`config.mk`:
```
export PLATFORM = sky130hd
export DESIGN_NAME = ocp_trip_qualifier
export DESIGN_NICKNAME = d
export VERILOG_FILES = /design/src/rtl/ocpq_pkg.sv /design/src/rtl/ocpq_sync.sv /design/src/rtl/ocpq_confirm_timer.sv /design/src/rtl/ocpq_fault_latch.sv /design/src/rtl/ocp_trip_qualifier.sv
export SDC_FILE = /design/constraint.sdc
export NUM_CORES = 1
export LEC_CHECK = 0
export CAP_MARGIN = 20
export CORE_MARGIN = 3
export CORE_UTILIZATION = 51
export CTS_CLUSTER_DIAMETER = 120
export CTS_CLUSTER_SIZE = 40
export DETAILED_ROUTE_END_ITERATION = 10
export GPL_ROUTABILITY_DRIVEN = 1
export PLACE_DENSITY_LB_ADDON = 0.15
export SLEW_MARGIN = 25
export SYNTH_ARGS = -nofsm -noshare
export SYNTH_HDL_FRONTEND = slang
export SYNTH_SLANG_ARGS = --single-unit
```
`constraint.sdc`:
```
create_clock -name clk -period 2.5 [get_ports clk]
set_input_delay 0.5 -clock clk [delete_from_list [all_inputs] [get_ports clk]]
set_output_delay 0.5 -clock clk [all_outputs]
set_load 0.02 [all_outputs]
```
`src/rtl/ocpq_pkg.sv`:
```
// Package: shared widths and types for the overcurrent fault qualifier.
// Assumes: a 16-bit delay field is enough for the target clock rates.
package ocpq_pkg;
    parameter int unsigned OCPQ_CNT_W       = 16;
    parameter int unsigned OCPQ_SYNC_STAGES = 2;
    typedef logic [OCPQ_CNT_W-1:0] ocpq_cnt_t;
endpackage

```
`src/rtl/ocpq_sync.sv`:
```
// Module: multi-bit level synchronizer, one independent flop chain per bit.
// Assumes: inputs are slow levels; bits are not required to stay coherent
// with each other. STAGES must be at least 2.
module ocpq_sync #(
    parameter int unsigned W      = 2,
    parameter int unsigned STAGES = 2
) (
    input  logic         clk,
    input  logic         rst_n,
    input  logic [W-1:0] async_i,
    output logic [W-1:0] sync_o
);
    localparam int unsigned LAST = STAGES - 1;

    genvar b;
    generate
        for (b = 0; b < W; b++) begin : g_bit
            logic [STAGES-1:0] chain_q;

            // Shift the raw input through the flop chain for this bit.
            always_ff @(posedge clk) begin
                if (!rst_n) chain_q <= '0;
                else        chain_q <= {chain_q[STAGES-2:0], async_i[b]};
            end

            assign sync_o[b] = chain_q[LAST];
        end
    endgenerate
endmodule

```
`src/rtl/ocpq_confirm_timer.sv`:
```
// Module: confirmation window timer. Opens on a synchronized pre-warning,
// counts down the captured delay and flags a confirmed trip at expiry.
// Assumes: inputs are already synchronized; `hold_i` (latched fault)
// blocks opening a new window.
module ocpq_confirm_timer
    import ocpq_pkg::*;
#(
    parameter int unsigned CNT_W = OCPQ_CNT_W
) (
    input  logic             clk,
    input  logic             rst_n,
    input  logic             warn_s_i,
    input  logic             trip_s_i,
    input  logic             hold_i,
    input  logic [CNT_W-1:0] delay_i,
    output logic             armed_o,
    output logic             confirm_o
);
    logic             armed_q;
    logic [CNT_W-1:0] left_q;
    logic             expiring;

    assign expiring  = armed_q && (left_q == '0);
    assign confirm_o = expiring && trip_s_i;
    assign armed_o   = armed_q;

    // Open the window on a pre-warning, count down, close on expiry.
    always_ff @(posedge clk) begin
        if (!rst_n) begin
            armed_q <= 1'b0;
            left_q  <= '0;
        end else if (armed_q) begin
            if (expiring) armed_q <= 1'b0;
            else          left_q  <= left_q - 1'b1;
        end else if (warn_s_i && !hold_i) begin
            armed_q <= 1'b1;
            left_q  <= delay_i;
        end
    end

    // window stays open while count remains
    armed_hold_chk: assert property (@(posedge clk) disable iff (!rst_n)
        (armed_q && left_q != '0) |=> armed_q);

    // a pending count never grows while the window is open
    no_reload_chk: assert property (@(posedge clk) disable iff (!rst_n)
        (armed_q && $past(armed_q)) |-> (left_q < $past(left_q)) || (left_q == $past(left_q) && left_q == '0));

    // window closes the cycle after it sees a zero count
    zero_close_chk: assert property (@(posedge clk) disable iff (!rst_n)
        (armed_q && left_q == '0) |=> !armed_q);
endmodule

```
`src/rtl/ocpq_fault_latch.sv`:
```
// Module: shutdown latch. Sets on a confirmed trip, releases on a clear
// strobe only while the synchronized trip level is low.
// Assumes: `set_i` is a single-cycle pulse from the timer.
module ocpq_fault_latch (
    input  logic clk,
    input  logic rst_n,
    input  logic set_i,
    input  logic clear_i,
    input  logic trip_s_i,
    output logic fault_o,
    output logic drive_en_o
);
    logic fault_q;
    logic drive_q;

    // Hold the fault until a clear arrives with the trip level low.
    always_ff @(posedge clk) begin
        if (!rst_n) begin
            fault_q <= 1'b0;
            drive_q <= 1'b1;
        end else if (set_i) begin
            fault_q <= 1'b1;
            drive_q <= 1'b0;
        end else if (fault_q && clear_i && !trip_s_i) begin
            fault_q <= 1'b0;
            drive_q <= 1'b1;
        end
    end

    assign fault_o    = fault_q;
    assign drive_en_o = drive_q;

    // fault persists without a clear
    fault_hold_chk: assert property (@(posedge clk) disable iff (!rst_n)
        (fault_q && !clear_i) |=> fault_q);

    // clear while trip is high does not release
    clear_gate_chk: assert property (@(posedge clk) disable iff (!rst_n)
        (fault_q && trip_s_i) |=> fault_q);

    // drive enable is the complement of the fault
    drive_comp_chk: assert property (@(posedge clk) disable iff (!rst_n)
        drive_q == !fault_q);
endmodule

```
`src/rtl/ocp_trip_qualifier.sv`:
```
// Module: top of the two-stage overcurrent fault qualifier.
// Synchronizes both comparators, runs the confirmation window and latches
// the shutdown. Assumes confirm_cycles_i is quasi-static around arming.
module ocp_trip_qualifier
    import ocpq_pkg::*;
#(
    parameter int unsigned CNT_W       = OCPQ_CNT_W,
    parameter int unsigned SYNC_STAGES = OCPQ_SYNC_STAGES
) (
    input  logic             clk,
    input  logic             rst_n,
    input  logic             warn_cmp_i,
    input  logic             trip_cmp_i,
    input  logic [CNT_W-1:0] confirm_cycles_i,
    input  logic             clear_i,
    output logic             drive_en_o,
    output logic             fault_o,
    output logic             armed_o
);
    localparam int unsigned IDX_WARN = 0;
    localparam int unsigned IDX_TRIP = 1;
    localparam int unsigned N_CMP    = 2;

    logic [N_CMP-1:0] cmp_raw;
    logic [N_CMP-1:0] cmp_s;
    logic             confirm;
    logic             fault_int;

    assign cmp_raw[IDX_WARN] = warn_cmp_i;
    assign cmp_raw[IDX_TRIP] = trip_cmp_i;

    ocpq_sync #(.W(N_CMP), .STAGES(SYNC_STAGES)) sync_i (
        .clk     (clk),
        .rst_n   (rst_n),
        .async_i (cmp_raw),
        .sync_o  (cmp_s)
    );

    ocpq_confirm_timer #(.CNT_W(CNT_W)) timer_i (
        .clk       (clk),
        .rst_n     (rst_n),
        .warn_s_i  (cmp_s[IDX_WARN]),
        .trip_s_i  (cmp_s[IDX_TRIP]),
        .hold_i    (fault_int),
        .delay_i   (confirm_cycles_i),
        .armed_o   (armed_o),
        .confirm_o (confirm)
    );

    ocpq_fault_latch latch_i (
        .clk        (clk),
        .rst_n      (rst_n),
        .set_i      (confirm),
        .clear_i    (clear_i),
        .trip_s_i   (cmp_s[IDX_TRIP]),
        .fault_o    (fault_int),
        .drive_en_o (drive_en_o)
    );

    assign fault_o = fault_int;

    // window and fault are exclusive
    armed_fault_excl_chk: assert property (@(posedge clk) disable iff (!rst_n)
        !(armed_o && fault_o));

    // a fault only begins at the close of a window
    fault_from_window_chk: assert property (@(posedge clk) disable iff (!rst_n)
        $rose(fault_o) |-> $past(armed_o));

    // without an open window the trip level cannot raise a fault
    no_direct_trip_chk: assert property (@(posedge clk) disable iff (!rst_n)
        (!armed_o && !fault_o) |=> !fault_o);
endmodule

```
# After elaboration in Yosys (flattened, before gate mapping)
# Index checks and enable logic that the tools add are counted.
dict set report classes {
  add_sub_neg 1
  n_mul 0
  div_mod_pow 0
  n_lt_le_gt_ge 0
  eq_ne 1
  shifts 0
  mux 10
  bitwise 0
  reduce_logical 11
}
# op count
set op_table {}
lappend op_table {{2-to-1 mux 16 bit} 3}
lappend op_table {{zero test 16 bit} 1}
lappend op_table {{subtractor 16 x 1 -> 16 bit, second input constant} 1}
lappend op_table {{2-to-1 mux 1 bit} 7}
lappend op_table {{logical AND 1 bit} 5}
lappend op_table {{nonzero test 2 bit} 2}
lappend op_table {{zero test 1 bit} 2}
lappend op_table {{!= test 2 bit, second input constant} 1}
lappend op_table {{AND reduction 2 bit} 1}
dict set report word_totals {
  reg_bits 23
  latch_bits 0
  mem_bits_rw 0
  mem_bits_ro 0
  inputBits 21
  out_inout_bits 3
  elab_cells 29
  n_memories 0
}

# Depth between registers and ports, before layout
# Gate-level depths: netlist of run 1.
dict set report depth {
  depth_word 4
  ltp_mapped 8
  mapped_depth_nobuf 7
}

# Hierarchy
# A second synthesis of run 1 with hierarchy kept.
dict set report unflattened {
  cells_unflattened 160
  area_unflattened_um2 1341.3
}
# module n_inst cells_each area_per_inst_um2 seq_area_each_um2
set modules_own_cells {}
lappend modules_own_cells {ocpq_confirm_timer 1 141 1139.8 340.3}
lappend modules_own_cells {ocpq_sync 1 10 120.1 80.1}
lappend modules_own_cells {ocpq_fault_latch 1 9 81.3 40.0}

# Least setup slack after synthesis of run 1
# OpenSTA, ideal clock, no wires.
dict set report synth_path {
  path_type {register to register}
  from {register timer_i.left_q[0]}
  to {register timer_i.left_q[1]}
  setup_ns 0.132
  arrival_time_ns 1.640
  required_ns 2.368
  path_slack_ns 0.727
  stages_incl_launch_ff 9
  path_buffers 1
  period_less_slack_ns 1.773
  path_cell_list {dfxtp_1 > inv_1 > ha_1 > nor3b_1 > and4_1 > a21o_2 > buf_6 > a211oi_1 > a211oi_2}
}
dict set report synth_between {
  elab_chain_cells 4
  elab_cells_between_ends 7
  classes_between {1 x add/sub; 1 x eq/ne; 2 x mux; 3 x reduce/logical}
}
# item line_no
set synth_rtl {}
lappend synth_rtl {{from (decl)} ocpq_confirm_timer.sv:20} ;# logic [CNT_W-1:0] left_q;
lappend synth_rtl {{from (signal assigned)} ocpq_confirm_timer.sv:34} ;# else left_q <= left_q - 1'b1;
lappend synth_rtl {{from (signal assigned)} ocpq_confirm_timer.sv:37} ;# left_q <= delay_i;
lappend synth_rtl {{parallel branches: the longest is 4 deep, another holds subtractor 16 x 1 -> 16 bit} n/a}
# Several ways; the timed one is not identified. The select of a mux whose other input is x is not followed.
# A chain may end at the register's enable or synchronous reset.

# Worst setup path after layout of run 1
dict set report layout_path {
  from {register timer_i.armed_q, in the netlist timer_i.armed_o}
  to {output port armed_o}
}
# item line_no
set layout_rtl {}
lappend layout_rtl {{from (decl)} ocpq_confirm_timer.sv:19} ;# logic armed_q;
lappend layout_rtl {{from (signal assigned)} ocpq_confirm_timer.sv:30} ;# armed_q <= 1'b0;
lappend layout_rtl {{from (signal assigned)} ocpq_confirm_timer.sv:33} ;# if (expiring) armed_q <= 1'b0;
lappend layout_rtl {{from (signal assigned)} ocpq_confirm_timer.sv:36} ;# armed_q <= 1'b1;
lappend layout_rtl {{to (decl)} ocp_trip_qualifier.sv:18} ;# output logic armed_o
# No word-level cell between the ends.

==> results of run 1 <==
==> layout make-up <==
class                           instances  area share
Clock buffer                            3     0.01448
Multi-Input combinational cell        117      0.4819
Inverter                                8     0.01931
Clock inverter                          1    0.003218
Sequential cell                        23      0.2961
Timing Repair Buffer                   26      0.1625
Tap cell                               28     0.02253
==> synth_stat cells, types with 2 or more instances <==
library cell,count
sky130_fd_sc_hd__mux2i_1,3
sky130_fd_sc_hd__o31ai_1,2
sky130_fd_sc_hd__o21ai_0,4
sky130_fd_sc_hd__buf_2,2
sky130_fd_sc_hd__nand2_1,20
sky130_fd_sc_hd__nor2_1,6
sky130_fd_sc_hd__nor4_4,2
sky130_fd_sc_hd__or3_1,2
sky130_fd_sc_hd__inv_1,8
sky130_fd_sc_hd__nor3_1,9
sky130_fd_sc_hd__and2_1,4
sky130_fd_sc_hd__nor3b_1,2
sky130_fd_sc_hd__a21oi_1,16
sky130_fd_sc_hd__a21o_1,3
sky130_fd_sc_hd__o32ai_1,6
sky130_fd_sc_hd__dfxtp_1,23
sky130_fd_sc_hd__nor2b_1,2
sky130_fd_sc_hd__o22ai_1,4
sky130_fd_sc_hd__clkbuf_1,7
sky130_fd_sc_hd__nand3_1,7
==> routing by layer <==
| metal | global-route usage | vias to the layer above |
|---|---|---|
| met2 | 0.3055 | 39 |
| met1 | 0.2346 | 577 |
| met3 | 0.03218 | 6 |
| met5 | 0 | - |
| met4 | 0.09492 | 0 |
| li1 | - | 619 |
==> registers in the layout, summed over array words and instances (netlist names) <==
register              cells
latch_i.drive_en_o        1
latch_i.fault_o           1
sync_i.g_bit.chain_q      4
timer_i.armed_o           1
timer_i.left_q           16
==> cell usage in the layout, fill, tap and decap left out, types with 4 or more instances in the layout <==
cell type,n
sky130_fd_sc_hd__clkdlybuf4s50_1,23
sky130_fd_sc_hd__dfxtp_1,23
sky130_fd_sc_hd__nand2_1,20
sky130_fd_sc_hd__a21oi_1,16
sky130_fd_sc_hd__nor3_1,9
sky130_fd_sc_hd__inv_1,8
sky130_fd_sc_hd__nand3_1,7
sky130_fd_sc_hd__nor2_1,6
sky130_fd_sc_hd__o32ai_1,6
sky130_fd_sc_hd__o21ai_0,4
sky130_fd_sc_hd__o22ai_1,4
sky130_fd_sc_hd__and2_1,4
==> metrics by stage <==
step                total power [mW]  cells  hold WS, ps    util  worst slack [ps]
CTS                           0.8647    206        449.7  0.6708             376.9
finish                        0.8620    206        447.0  0.6708             379.1
global route                  0.9115    206        464.3  0.6708             211.9
detailed placement            0.6899    202        419.4  0.6589             451.6
global placement              0.6824    202        415.7  0.6589             522.3
floorplan                     0.6173    159        411.9       -             727.2
==> cell families (layout without fill, tap and decap cells) <==
kind of cell,Yosys count,in the layout,synth area share
xor gates and xnor gates,1,1,0.006765
buffers and inverters,19,38,0.06571
adders and majority gates,1,1,0.009660
muxes,3,3,0.02319
DFF,23,23,0.3556
AOI/OAI and AO/OA,49,49,0.2618
and+or+nand+nor,63,63,0.2773
==> worst min path at each step <==
| stage | from | slack [ps] | endpoint |
|---|---|---|---|
| 6_report | sync_i.g_bit[1].chain_q[0]$_SDFF_PN0_ | 450 | sync_i.g_bit[1].chain_q[1]$_SDFF_PN0_ |
| 5_1_grt | sync_i.g_bit[1].chain_q[0]$_SDFF_PN0_ | 460 | sync_i.g_bit[1].chain_q[1]$_SDFF_PN0_ |
| 4_1_cts | sync_i.g_bit[1].chain_q[0]$_SDFF_PN0_ | 450 | sync_i.g_bit[1].chain_q[1]$_SDFF_PN0_ |
| 3_5_place_dp | sync_i.g_bit[1].chain_q[0]$_SDFF_PN0_ | 420 | sync_i.g_bit[1].chain_q[1]$_SDFF_PN0_ |
| 3_3_place_gp | sync_i.g_bit[0].chain_q[0]$_SDFF_PN0_ | 420 | sync_i.g_bit[0].chain_q[1]$_SDFF_PN0_ |
| 2_1_floorplan | sync_i.g_bit[0].chain_q[0]$_SDFF_PN0_ | 410 | sync_i.g_bit[0].chain_q[1]$_SDFF_PN0_ |
==> where the power goes <==
group | switching (mW) | internal (mW) | total [mW]
clock network | 0.116 | 0.0598 | 0.175
logic | 0.143 | 0.127 | 0.269
registers | 0.0267 | 0.391 | 0.417
total | 0.285 | 0.577 | 0.862
==> flow_summary.json, run 1 <==
{
  "worst_pin_slew_ps": 533.0,
  "design.die.area_um2": 3180,
  "ys_types": 47,
  "pin_count_of_the_biggest_net_entering_global_routing": 32,
  "worst_setup_hold_path_clk_slew_ps": 140,
  "routed_wirelength_um": 2963,
  "cp_data_arrival_time_ps": 1620,
  "clock_tree_from_tritoncts": "built",
  "ctsHoldBuffers": 0,
  "wire_per_inst_um": 14.38,
  "cpMaxStageDelayCell": "sky130_fd_sc_hd__clkdlybuf4s50_1",
  "grt_pass1_vias": 1113,
  "ios": 24,
  "finalWorstPathRequiredPeriod_ps": 2121,
  "ys_top_cells_by_area": "sky130_fd_sc_hd__dfxtp_1 36%, sky130_fd_sc_hd__a21oi_1 6.2%, sky130_fd_sc_hd__nand2_1 5.8%",
  "grt_setup_unrepaired": "false",
  "timing.final.crit_share": 0.8483,
  "initial_utilization": 0.5586,
  "worst_hold_path.num_cells": 1,
  "syn_nets": 181,
  "layout-area-overhead-vs-synth_pct": 20.10,
  "multiInputGateArea_um2": 749.5,
  "r2r_start": "timer_i.left_q[0]$_SDFFE_PN0P_",
  "crit_start": "timer_i.armed_o$_SDFF_PN0_",
  "cell_area_after_synthesis_um2": 1295,
  "register_area_um2": 460.4,
  "worstSetupStartpointType": "flop",
  "critical_path_class": "reg -> out",
  "syn_avg_cell_area_um2": 8.145,
  "grt_first_pass_wirelength_um": 4836,
  "yosys_warnings": 0,
  "antenna_found_initial": 0,
  "max_cap_viol_count": 0,
  "synth_edf_count": 0,
  "power.density_nw_per_um2": 554.2,
  "cp_num_cells": 2,
  "postLayoutCellArea_um2": 1555,
  "post-synth-top-area-fraction": 0.3556,
  "cp-end-kind": "output port",
  "gr-total-overflow": 0,
  "setup_viol": 0,
  "clkSinkCount": 23,
  "via_per_inst": 6.024,
  "place_hpwl_um": 2049,
  "worst_r2r_endpoint": "timer_i.left_q[0]$_SDFFE_PN0P_",
  "timing.clock.skew_ps": 14.46,
  "synth_flop_cell": "sky130_fd_sc_hd__dfxtp_1",
  "design.core.area_um2": 2318,
  "routabilityCongestion": 0.8149,
  "post_route_drc_violation_count": 0,
  "cts_htree_levels": 1,
  "critPathMaxFanout": 24,
  "post-cts-setup-buffers": 0,
  "globalRouteTotalUtil": 0.1871,
  "netlist.top_cell.by_area": "sky130_fd_sc_hd__dfxtp_1",
  "timing.final.hold_violations": 0,
  "seq_area_frac_synth": 0.3556,
  "minimum_setup_slack_among_reg_to_reg_paths_ps": 410,
  "violation_count_after_the_first_detailed_routing_iteration": 35,
  "vias": 1241,
  "setup-tns-final_ps": 0,
  "postCtsResizedCells": 0,
  "detailroute.wirelength.met3_um": 175,
  "place.port_buffers": 23,
  "postPlaceCellArea_um2": 1528,
  "cp-endpoint": "armed_o",
  "detail_route.wirelength.met1_um": 1349,
  "tritoncts.num_buffers": 3,
  "path_cells": "buf_4 -> clkdlybuf4s50_1",
  "critical_path.n_buffers_inverters": 2,
  "slew-limit-headroom": 0.6447,
  "cts_buffer_depth": 2,
  "cts_root_buffer": "sky130_fd_sc_hd__clkbuf_4",
  "hp_class": "reg -> reg",
  "synth.ff_latch_count": 23,
  "worst_ep_required_time_ps": 2000,
  "netlist_instances": 159,
  "filler_cell_count": 207,
  "route.met2.wl_um": 1404,
  "power.ir.vdd_worst_mv": 0.3419,
  "num-nets-final": 201,
  "clkLatencyLatePin_ps": 320,
  "top_layer": "met4",
  "cellLeakagePower_nw": 0.5895,
  "clock.fmax_mhz": 471.5,
  "ant_nets": 0,
  "first_pass_iters": 4,
  "maxSlewViolCount": 0,
  "floorplan.die.height_um": 56.39,
  "slowest_delay_ps": 660,
  "floorplan.rows": 17,
  "drive_gt1_frac": 0.08989,
  "reg2regPathDepth": 7,
  "antenna_cells_inserted": 0,
  "run_status": "completed",
  "ys_async_sr_fraction": 0,
  "fp.dieW_um": 56.39,
  "cpLargestDelayFamily": "buffers and inverters"
}
No activity file was read; power rests on OpenSTA's default activity.
==> inputs of run 2 (changes only) <==
clock period = 1.98 ns   (was 2.5 ns; I/O delays follow)
==> run 2 against run 1 <==
Wire length grew 0.47%. Final cell count grew 2.9%. Utilization grew 2.6 points. Clock-buffer cell count is the same. Non-clock buffer count grew 6. Design area grew 3.9%. Critical path type unchanged. Critical endpoint unchanged. Largest power group unchanged. Highest routed layer unchanged.
==> flow_summary.json, run 2 (synthesis results as in run 1) <==
{
  "slew-limit-headroom": 0.7036,
  "initial_utilization": 0.5586,
  "critical_path.n_buffers_inverters": 1,
  "violation_count_after_the_first_detailed_routing_iteration": 19,
  "tritoncts.num_buffers": 3,
  "setup-tns-final_ps": 0,
  "wire_per_inst_um": 14.04,
  "cp_num_cells": 1,
  "grt_setup_unrepaired": "false",
  "timing.final.crit_share": 0.9425,
  "cts_htree_levels": 1,
  "post_route_drc_violation_count": 0,
  "hp-start": "sync_i.g_bit[0].chain_q[0]$_SDFF_PN0_",
  "power.density_nw_per_um2": 691.3,
  "power.ir.vdd_worst_mv": 0.4335,
  "top_regs": "timer_i.left_q x16, sync_i.g_bit.chain_q x4",
  "cpLargestDelayFamily": "buffers and inverters",
  "pin_count_of_the_biggest_net_entering_global_routing": 25,
  "worstSetupStartpointType": "flop",
  "critPathMaxFanout": 7,
  "reg2regPathDepth": 8,
  "stdcell_count": 212,
  "hp_class": "reg -> reg",
  "grt_first_pass_wirelength_um": 5188,
  "place_hpwl_um": 2157,
  "ctsHoldBuffers": 0,
  "ant_nets": 0,
  "antenna_cells_inserted": 0,
  "worst_r2r_endpoint": "timer_i.left_q[8]$_SDFFE_PN0P_",
  "globalRouteTotalUtil": 0.1995,
  "floorplan.rows": 17,
  "worst_setup_hold_path_clk_slew_ps": 130,
  "worst_pin_slew_ps": 444.1,
  "worst_hold_path.num_cells": 1,
  "most-common-layout-cells": "23 x sky130_fd_sc_hd__clkdlybuf4s50_1, 22 x sky130_fd_sc_hd__dfxtp_1, 20 x sky130_fd_sc_hd__nand2_1",
  "maxSlewViolCount": 0,
  "total_power_mw": 1.117,
  "setup_viol": 0,
  "timing.final.hold_violations": 0,
  "routabilityCongestion": 0.7919,
  "clock_tree_from_tritoncts": "built",
  "postLayoutCellArea_um2": 1615,
  "post-cts-setup-buffers": 0,
  "largest_register_ff_count": 16,
  "layout-area-overhead-vs-synth_pct": 24.73,
  "ios": 24,
  "first_pass_iters": 4,
  "slowest_delay_ps": 650,
  "run_status": "completed",
  "via_per_inst": 6.019,
  "antenna_found_initial": 0,
  "place.port_buffers": 23,
  "design.die.area_um2": 3180,
  "cp-end-kind": "output port",
  "postPlaceCellArea_um2": 1573,
  "minimum_setup_slack_among_reg_to_reg_paths_ps": 140,
  "finalWorstPathRequiredPeriod_ps": 1866,
  "num-nets-final": 207,
  "max_cap_viol_count": 0,
  "path_cells": "clkdlybuf4s50_1",
  "drive_gt1_frac": 0.1359,
  "fp.dieW_um": 56.39,
  "gr-total-overflow": 0,
  "routed_wirelength_um": 2977,
  "cpMaxStageDelayCell": "sky130_fd_sc_hd__clkdlybuf4s50_1",
  "design.core.area_um2": 2318,
  "critical_path_class": "reg -> out",
  "cp_data_arrival_time_ps": 1470,
  "clkSinkCount": 23,
  "clkLatencyLatePin_ps": 320,
  "clock.fmax_mhz": 535.9,
  "cellLeakagePower_nw": 0.6218,
  "cts_buffer_depth": 2,
  "r2r_start": "timer_i.left_q[1]$_SDFFE_PN0P_",
  "vias": 1276,
  "timing.hold.worst_endpoint": "sync_i.g_bit[0].chain_q[1]$_SDFF_PN0_",
  "worst_ep_required_time_ps": 1580,
  "timing.clock.skew_ps": 11.58,
  "floorplan.die.height_um": 56.39,
  "mostFrequentLayoutCell": "sky130_fd_sc_hd__clkdlybuf4s50_1",
  "placedCellCount": 208,
  "grt_pass1_vias": 1213,
  "registers.top_by_ff_count": "timer_i.left_q",
  "cts_root_buffer": "sky130_fd_sc_hd__clkbuf_4"
}
==> run 2: final cells by class <==
cell class / instances / area, µm²
Inverter: 8 / 30.03
Clock inverter: 1 / 5.005
Timing Repair Buffer: 32 / 297.8
Sequential cell: 23 / 461.7
Multi-Input combinational cell: 117 / 763.2
Fill cell: 194 / 703.2
Clock buffer: 3 / 22.52
Tap cell: 28 / 35.03
==> run 2: worst max path at each step <==
stage                               startpoint                               to  slack [ps]
2_1_floorplan   timer_i.left_q[0]$_SDFFE_PN0P_   timer_i.left_q[1]$_SDFFE_PN0P_         210
3_3_place_gp    timer_i.left_q[1]$_SDFFE_PN0P_  timer_i.left_q[11]$_SDFFE_PN0P_         150
3_5_place_dp    timer_i.left_q[1]$_SDFFE_PN0P_   timer_i.left_q[8]$_SDFFE_PN0P_          90
4_1_cts         timer_i.left_q[1]$_SDFFE_PN0P_   timer_i.left_q[8]$_SDFFE_PN0P_          40
5_1_grt        timer_i.left_q[12]$_SDFFE_PN0P_   timer_i.left_q[4]$_SDFFE_PN0P_          10
6_report            timer_i.armed_o$_SDFF_PN0_                          armed_o         110
==> run 2: stage by stage <==
stage / hold WS, ps / util / setup slack (ps)
3_5_place_dp: 422.8 / 0.6784 / 89.62
5_1_grt: 469.4 / 0.6967 / 14.61
3_3_place_gp: 417.8 / 0.6784 / 146.7
2_1_floorplan: 411.9 / - / 207.2
6_report: 451.0 / 0.6967 / 113.9
4_1_cts: 456.5 / 0.6902 / 44.96
==> run 2: what timing repair did <==
action,in CTS,in global routing
endpoints found under the setup margin,0,13
hold endpoints to repair,0,0
resized for setup,0,4
==> run 2: layer usage <==
metal | track usage | vias up | share of wire
met3 | 0.02529 | 6 | 0.071
met2 | 0.3205 | 47 | 0.46
met5 | 0 | - | 0
met4 | 0.09492 | 0 | 0.015
li1 | - | 627 | -
met1 | 0.2629 | 596 | 0.45
==> run 2: power by group <==
group	switching (mW)	internal, mW
registers	0.0350	0.494
clock network	0.147	0.0758
logic	0.183	0.183
